## src/rtl/trig_pkg.sv

```systemverilog
package trig_pkg;
   typedef enum logic {
      RATE_DIV = 1'b0,
      RATE_MUL = 1'b1
   } rate_mode_e;

   typedef enum logic [1:0] {
      CH_IDLE  = 2'd0,
      CH_DELAY = 2'd1,
      CH_HIGH  = 2'd2
   } ch_state_e;
endpackage

```

## src/rtl/trig_rate.sv

```systemverilog
module trig_rate
   import trig_pkg::*;
#(
   parameter int PER_W   = 24,
   parameter int RATIO_W = 6,
   parameter int MUL_MAX = 8,
   parameter int DIV_MAX = 50
) (
   input  logic               clk,
   input  logic               rst_n,
   input  logic               mains_ref,
   input  logic               mode_i,
   input  logic [RATIO_W-1:0] ratio_i,
   output logic               fire_o,
   output logic               master_o
);
   localparam int ACC_W = PER_W + 1;
   localparam logic [PER_W-1:0] PER_SAT = '1;

   if (MUL_MAX < 1 || DIV_MAX < 1) begin : g_bad_lim
      $error("ratio limits must be at least 1");
   end
   if (MUL_MAX >= 2**RATIO_W || DIV_MAX >= 2**RATIO_W) begin : g_bad_w
      $error("RATIO_W too narrow for ratio limits");
   end

   function automatic logic [RATIO_W-1:0] clamp_ratio(input logic [RATIO_W-1:0] v,
                                                       input int hi);
      if (v == '0) return RATIO_W'(1);
      if (v > RATIO_W'(hi)) return RATIO_W'(hi);
      return v;
   endfunction

   logic               mains_d;
   logic               rise;
   logic               seen_q, valid_q;
   logic [PER_W-1:0]   per_cnt_q, period_q;
   logic [ACC_W-1:0]   acc_q, acc_nxt;
   logic [RATIO_W-1:0] slot_q, mul_q, div_cnt_q;
   logic [RATIO_W-1:0] mul_in, div_in;
   rate_mode_e         mode_q, mode_in;
   logic               slot_run, slot_go;

   assign rise     = mains_ref & ~mains_d;
   assign mode_in  = rate_mode_e'(mode_i);
   assign mul_in   = clamp_ratio(ratio_i, MUL_MAX);
   assign div_in   = clamp_ratio(ratio_i, DIV_MAX);
   assign acc_nxt  = acc_q + ACC_W'(mul_q);
   assign slot_run = (mode_q == RATE_MUL) && valid_q && (slot_q < mul_q - RATIO_W'(1));
   assign slot_go  = slot_run && !rise && (acc_nxt >= {1'b0, period_q});
   assign fire_o   = (rise && (mode_in == RATE_MUL || div_cnt_q == '0)) || slot_go;

   always_ff @(posedge clk) begin
      if (!rst_n) begin
         mains_d   <= 1'b0;
         master_o  <= 1'b0;
         seen_q    <= 1'b0;
         valid_q   <= 1'b0;
         per_cnt_q <= '0;
         period_q  <= '0;
         acc_q     <= '0;
         slot_q    <= '0;
         mul_q     <= RATIO_W'(1);
         div_cnt_q <= '0;
         mode_q    <= RATE_DIV;
      end else begin
         mains_d  <= mains_ref;
         master_o <= fire_o;
         if (rise) per_cnt_q <= PER_W'(1);
         else if (per_cnt_q != PER_SAT) per_cnt_q <= per_cnt_q + PER_W'(1);
         if (rise) begin
            seen_q  <= 1'b1;
            valid_q <= seen_q;
            if (seen_q) period_q <= per_cnt_q;
            mode_q  <= mode_in;
            mul_q   <= mul_in;
            acc_q   <= '0;
            slot_q  <= '0;
            if (mode_in == RATE_MUL || div_cnt_q >= div_in - RATIO_W'(1)) div_cnt_q <= '0;
            else div_cnt_q <= div_cnt_q + RATIO_W'(1);
         end else if (slot_run) begin
            if (slot_go) begin
               acc_q  <= acc_nxt - {1'b0, period_q};
               slot_q <= slot_q + RATIO_W'(1);
            end else begin
               acc_q  <= acc_nxt;
            end
         end
      end
   end

   // every line edge in multiply mode yields a master event
   a_r3_edge_master: assert property (@(posedge clk) disable iff (!rst_n)
      (rise && mode_i) |=> master_o);

   // between line edges, divide mode stays silent
   a_r2_div_quiet: assert property (@(posedge clk) disable iff (!rst_n)
      (!rise && mode_q == RATE_DIV) |=> !master_o);
endmodule

```

## src/rtl/trig_chan.sv

```systemverilog
module trig_chan
   import trig_pkg::*;
#(
   parameter int CNT_W = 20
) (
   input  logic             clk,
   input  logic             rst_n,
   input  logic             fire_i,
   input  logic [CNT_W-1:0] dly_i,
   input  logic [CNT_W-1:0] wid_i,
   output logic             busy_o,
   output logic             trig_o
);
   if (CNT_W < 2) begin : g_bad_cnt
      $error("CNT_W must be at least 2");
   end

   ch_state_e        state_q;
   logic [CNT_W-1:0] cnt_q, wid_q;

   assign busy_o = (state_q != CH_IDLE);

   always_ff @(posedge clk) begin
      if (!rst_n) begin
         state_q <= CH_IDLE;
         cnt_q   <= '0;
         wid_q   <= '0;
         trig_o  <= 1'b0;
      end else begin
         unique case (state_q)
            CH_IDLE: begin
               if (fire_i && wid_i != '0) begin
                  wid_q <= wid_i;
                  if (dly_i == '0) begin
                     state_q <= CH_HIGH;
                     cnt_q   <= wid_i - CNT_W'(1);
                     trig_o  <= 1'b1;
                  end else begin
                     state_q <= CH_DELAY;
                     cnt_q   <= dly_i - CNT_W'(1);
                  end
               end
            end
            CH_DELAY: begin
               if (cnt_q == '0) begin
                  state_q <= CH_HIGH;
                  cnt_q   <= wid_q - CNT_W'(1);
                  trig_o  <= 1'b1;
               end else begin
                  cnt_q   <= cnt_q - CNT_W'(1);
               end
            end
            CH_HIGH: begin
               if (cnt_q == '0) begin
                  state_q <= CH_IDLE;
                  trig_o  <= 1'b0;
               end else begin
                  cnt_q   <= cnt_q - CNT_W'(1);
               end
            end
            default: state_q <= CH_IDLE;
         endcase
      end
   end

   // a pulse is held until its width is used up
   a_r5_high_hold: assert property (@(posedge clk) disable iff (!rst_n)
      (state_q == CH_HIGH && cnt_q != '0) |=> trig_o);

   // zero width from idle produces no pulse
   a_r5_zero_width: assert property (@(posedge clk) disable iff (!rst_n)
      (fire_i && state_q == CH_IDLE && wid_i == '0) |=> !trig_o);

   // a master event during the delay phase leaves the captured width alone
   a_r7_busy_ignore: assert property (@(posedge clk) disable iff (!rst_n)
      (fire_i && state_q == CH_DELAY) |=> $stable(wid_q));
endmodule

```

## src/rtl/trig_sync_gen.sv

```systemverilog
module trig_sync_gen
   import trig_pkg::*;
#(
   parameter int                N_TRIG  = 3,
   parameter int                CNT_W   = 20,
   parameter int                PER_W   = 24,
   parameter int                RATIO_W = 6,
   parameter int                MUL_MAX = 8,
   parameter int                DIV_MAX = 50,
   parameter logic [N_TRIG-1:0] RF_MASK = N_TRIG'(3)
) (
   input  logic                      clk,
   input  logic                      rst_n,
   input  logic                      mains_ref,
   input  logic                      rate_mode_i,
   input  logic [RATIO_W-1:0]        rate_ratio_i,
   input  logic [N_TRIG*CNT_W-1:0]   dly_i,
   input  logic [N_TRIG*CNT_W-1:0]   wid_i,
   input  logic                      inhibit_i,
   output logic [N_TRIG-1:0]         trig_o,
   output logic                      master_o,
   output logic                      data_rdy_o
);
   if (N_TRIG < 1) begin : g_bad_n
      $error("N_TRIG must be at least 1");
   end

   logic              fire;
   logic [N_TRIG-1:0] busy, raw;
   logic              pend_q, all_idle;

   trig_rate #(
      .PER_W  (PER_W),
      .RATIO_W(RATIO_W),
      .MUL_MAX(MUL_MAX),
      .DIV_MAX(DIV_MAX)
   ) u_rate (
      .clk      (clk),
      .rst_n    (rst_n),
      .mains_ref(mains_ref),
      .mode_i   (rate_mode_i),
      .ratio_i  (rate_ratio_i),
      .fire_o   (fire),
      .master_o (master_o)
   );

   for (genvar g = 0; g < N_TRIG; g++) begin : g_ch
      trig_chan #(.CNT_W(CNT_W)) u_ch (
         .clk   (clk),
         .rst_n (rst_n),
         .fire_i(fire),
         .dly_i (dly_i[g*CNT_W +: CNT_W]),
         .wid_i (wid_i[g*CNT_W +: CNT_W]),
         .busy_o(busy[g]),
         .trig_o(raw[g])
      );
      if (RF_MASK[g]) begin : g_rf
         assign trig_o[g] = raw[g] & ~inhibit_i;
      end else begin : g_plain
         assign trig_o[g] = raw[g];
      end
   end

   assign all_idle = ~|busy;

   always_ff @(posedge clk) begin
      if (!rst_n) begin
         pend_q     <= 1'b0;
         data_rdy_o <= 1'b0;
      end else begin
         data_rdy_o <= pend_q & all_idle;
         pend_q     <= fire | (pend_q & ~all_idle);
      end
   end

   // the ready pulse only follows a master event that is still pending
   a_r9_rdy_after_fire: assert property (@(posedge clk) disable iff (!rst_n)
      (!pend_q) |=> !data_rdy_o);
endmodule

```

## config.mk

```make
export PLATFORM = sky130hd
export DESIGN_NAME = trig_sync_gen
export DESIGN_NICKNAME = d
export VERILOG_FILES = /design/src/rtl/trig_pkg.sv /design/src/rtl/trig_rate.sv /design/src/rtl/trig_chan.sv /design/src/rtl/trig_sync_gen.sv
export SDC_FILE = /design/constraint.sdc
export NUM_CORES = 1
export LEC_CHECK = 0
export ABC_AREA = 0
export BUFFER_PORTS_ARGS = -buffer_cell sky130_fd_sc_hd__buf_2
export CAP_MARGIN = 20
export CORE_ASPECT_RATIO = 1.5
export CORE_UTILIZATION = 45
export CTS_CLUSTER_SIZE = 16
export DETAILED_ROUTE_END_ITERATION = 12
export GPL_ROUTABILITY_DRIVEN = 0
export MAX_ROUTING_LAYER = met4
export PLACE_DENSITY = 0.68
export SKIP_LAST_GASP = 1
export SYNTH_ARGS = -nofsm -noshare
export SYNTH_HDL_FRONTEND = slang
export SYNTH_SLANG_ARGS = --single-unit
```

## constraint.sdc

```tcl
create_clock -name clk -period 12.1 [get_ports clk]
set_input_delay 0.605 -clock clk [delete_from_list [all_inputs] [get_ports clk]]
set_output_delay 0.605 -clock clk [all_outputs]
set_load 0.01 [all_outputs]
```

==> summary.md <==
| Metric | Value |
|---|---|
| Status | finished, final reports clean |
| P_leak | 6.94 nW |
| First-pass GRT wire length | 80.3 mm |
| Number of hold buffers added after cts | 0 |
| Die area | 38200 um^2 |
| Maxcap violations | 0 |
| Syn. warnings | 0 |
| Main synth FF type | dfxtp_1 |
| Final Hold Vio Count | 0 |
| DR WL/cell | 17.4 um |
| Total negative slack | 0 ns |
| RSZ-0062 raised after global routing | false |
| Vias in the first global route | 16.7k |
| Cells along the critical path | ha_1 -> inv_1 -> fa_1 -> nor2b_1 -> o31a_1 -> o21ai_1 -> nand2b_1 -> nor2_1 -> xor2_1 -> ha_1 -> a211oi_1 -> o21ba_2 -> a21oi_1 -> o2111ai_1 -> and3_1 -> or4_1 -> nand2_1 -> nand2_1 -> o32ai_1 |
| Synthesized area per cell | 7.34 um^2 |
| Mapped Cells | 2297 |
| EDFF count, synth | 0 |
| Post_cts resized | 0 |
| DP HPWL | 36.7 mm |
| Setup Viol. Count Final | 0 |
| # DRC | 0 |
| Initial Util | 45.8% |
| Max clock buf depth | 3 |
| Rows | 86 |
| Clock slew at reported path FFs | 0.07 ns |
| CP required | 12.54 ns |
| Pwr per Cell Area | 200 nW/um^2 |
| Global route overflow | 0 |
| Largest net degree at the start of global routing | 79 |
| Antenna violations before repair | 0 |
| Sequential fraction of the synthesis area | 27.0% |
| Worst setup EP type | flip-flop |
| NumNets Final | 2570 |
| DR pass1 iterations | 6 |
| Post-Route WL | 49.8 mm |
| Worst hold path class | primary input to flip-flop |
| CP Launch Type | flip-flop |
| Core Footprint | 36800 um^2 |
| I/O Buffers | 135 |
| Chip height | 239 um |
| Die Wd | 160 um |
| Ant diodes | 0 |
| Area Overhead vs Synth | 10.2% |
| Clock latency on the worst-skew pair | 0.53 ns |
| H-tree depth | 1 |
| Max-slew violation count | 0 |
| Critical Path Max Stage Delay | 0.58 ns |
| Total GRT Usage | 26.1% |
| Share of cells above drive strength 1 | 10.1% |
| Vias per cell | 6.08 |
| Max-Slew Margin vs Limit | 31.8% |
| Io pins | 136 |
| Antenna-violating nets left | 0 |
| PnR worst setup slack | 6.39 ns |
| Worst setup path class | flip-flop to flip-flop |
| Ys async rst share | 0% |
| CTS Root Cell | clkbuf_16 |
| Max FO, Critical Path | 22 |
| Post-synthesis register bit count | 227 |
| Storage cell area | 4540 um^2 |
| Tcrit/Tclk final | 47.2% |
| Crit path max-delay family | simple AND/OR/NAND/NOR gates |
| 1st-iter DRT viols | 1099 |
| Synthesized cell area | 16800 um^2 |
| Worst IR drop on VDD | 0.101 mV |
| Worst Path Arrival | 6.14 ns |
| Dpl ws | 6.53 ns |
| Sink Count | 227 |
| CP Buf/Inv Count | 1 |
| Worst slew pin tran | 1.02 ns |
| Via count | 17.4k |
| Unique masters post-synth | 86 |
| Filler cells | 3701 |
| CTS Buf Count | 23 |
| Synthesized net count | 2501 |
| Min Tclk post-route | 5.71 ns |
| Fmax | 175 MHz |
| Area occupied by multi-input gates | 11600 um^2 |
| TritonCTS clock tree | built |
| Setup Skew | 0.0148 ns |
| Setup Fix Bufs, Post-CTS | 0 |
| Slowest cell on crit path | o21ai_1 |
## worst paths after layout
check	start	end	slack [ns]	cells after the start
setup / recovery	u_rate.mul_q[0]	g_ch[2].u_ch.cnt_q[18]	6.39	19
setup reg to reg	u_rate.mul_q[0]	g_ch[2].u_ch.cnt_q[18]	6.39	19
hold / removal	wid_i[1]	g_ch[0].u_ch.wid_q[1]	0.33	3
hold reg to reg	pend_q	data_rdy_o	0.44	2
## where the power goes
group          leakage [nW]  internal [W]  switching, W
combinational          4.73      0.000776       0.00119
sequential             1.85      0.000891      0.000157
clock                 0.357      0.000389      0.000316
## final cells by class
cell class / instances / share of cell area, %
well taps: 484 / 3.26
repair buffers: 158 / 4.57
inverters: 71 / 1.45
flip-flops and latches: 227 / 24.5
multi-input cells: 1885 / 62.4
clock buffers: 28 / 3.36
clock inverters: 11 / 0.505
## registers in the layout, summed over array words and instances (netlist names), 3 cells and up
| register | count |
|---|---|
| g_ch.u_ch.cnt_q | 60 |
| g_ch.u_ch.wid_q | 60 |
| u_rate.acc_q | 25 |
| u_rate.per_cnt_q | 24 |
| u_rate.period_q | 24 |
| g_ch.u_ch.state_q | 6 |
| u_rate.div_cnt_q | 6 |
| u_rate.mul_q | 6 |
| u_rate.slot_q | 6 |
| g_ch.u_ch.trig_o | 3 |
## cell usage after synthesis (7+ instances only)
library cell	n	area, um^2
ha_1	71	888
nand4_1	25	156
o21ai_0	98	490
a211o_1	8	70.1
dfxtp_1	227	4540
mux2i_1	30	300
a221oi_1	7	61.3
nor3b_1	10	75.1
a31oi_1	15	93.8
nand2_1	307	1150
or3_1	39	244
o211ai_1	35	263
buf_2	8	40.0
nand2b_1	22	138
o22ai_1	31	194
xnor2_1	109	955
o21a_1	7	52.6
or2_2	16	100
nor2b_1	17	106
a21o_1	18	135
or4_1	26	195
nor4_1	47	294
a2111oi_0	8	70.1
and2_1	9	56.3
nand3b_1	9	67.6
o221ai_1	35	307
a211oi_1	34	255
o31ai_1	8	60.1
nand3_1	60	300
nor3_1	84	420
clkbuf_1	96	360
xor2_1	87	762
inv_1	71	267
and3_1	22	138
a21oi_1	223	1120
nor2_1	249	935
## cells in the final DEF (no fill, tap or decap), types with 47 or more instances in the layout
cell type    n
o21ai_0     98
dfxtp_1    227
nor2_1     248
nand3_1     60
buf_2      135
nor3_1      83
xnor2_1    109
inv_1       70
nand2_1    306
ha_1        71
xor2_1      87
nor4_1      47
a21oi_1    223
## worst reg2reg max path, cell delays in order (launching register included)
cell and delay, ns:
dfxtp_1 0.34, ha_1 0.22, inv_1 0.07, fa_1 0.21, nor2b_1 0.07, o31a_1 0.31
o21ai_1 0.58, nand2b_1 0.38, nor2_1 0.09, xor2_1 0.16, ha_1 0.40, a211oi_1 0.13
o21ba_2 0.23, a21oi_1 0.22, o2111ai_1 0.20, and3_1 0.36, or4_1 0.57, nand2_1 0.55
nand2_1 0.23, o32ai_1 0.30
## routing by layer
| layer | vias up | track usage, % | share of wire [%] |
|---|---|---|---|
| li1 | 8478 | - | - |
| met1 | 8200 | 28.5 | 40 |
| met2 | 591 | 46.7 | 50 |
| met3 | 145 | 2.36 | 4.9 |
| met4 | 0 | 13.6 | 4.5 |
| met5 | - | - | 0 |
## cells by family (layout without fill, tap and decap cells)
kind of cell,Yosys count,count (layout),synth area share [%]
xor gates and xnor gates,196,196,10.2
buffers and inverters,185,268,4.37
DFF,227,227,27.0
AOI/OAI and AO/OA,614,614,23.6
adders and majority gates,73,73,5.51
muxes,30,30,1.78
and+or+nand+nor,972,972,27.6
## per-stage QoR
| step | instances | instance area, um^2 | hold WS [ns] | util, % | power [W] |
|---|---|---|---|---|---|
| after floorplan | 2297 | 16800 | 0.419 | - | 0.00256 |
| after global placement | 2825 | 17900 | 0.437 | 48.5 | 0.00296 |
| after detailed placement | 2825 | 17900 | 0.440 | 48.5 | 0.00300 |
| after CTS | 2864 | 18600 | 0.312 | 50.5 | 0.00372 |
| after global routing | 2864 | 18600 | 0.333 | 50.5 | 0.00399 |
| final | 2864 | 18600 | 0.332 | 50.5 | 0.00372 |
(Power assumes the default switching activity.)
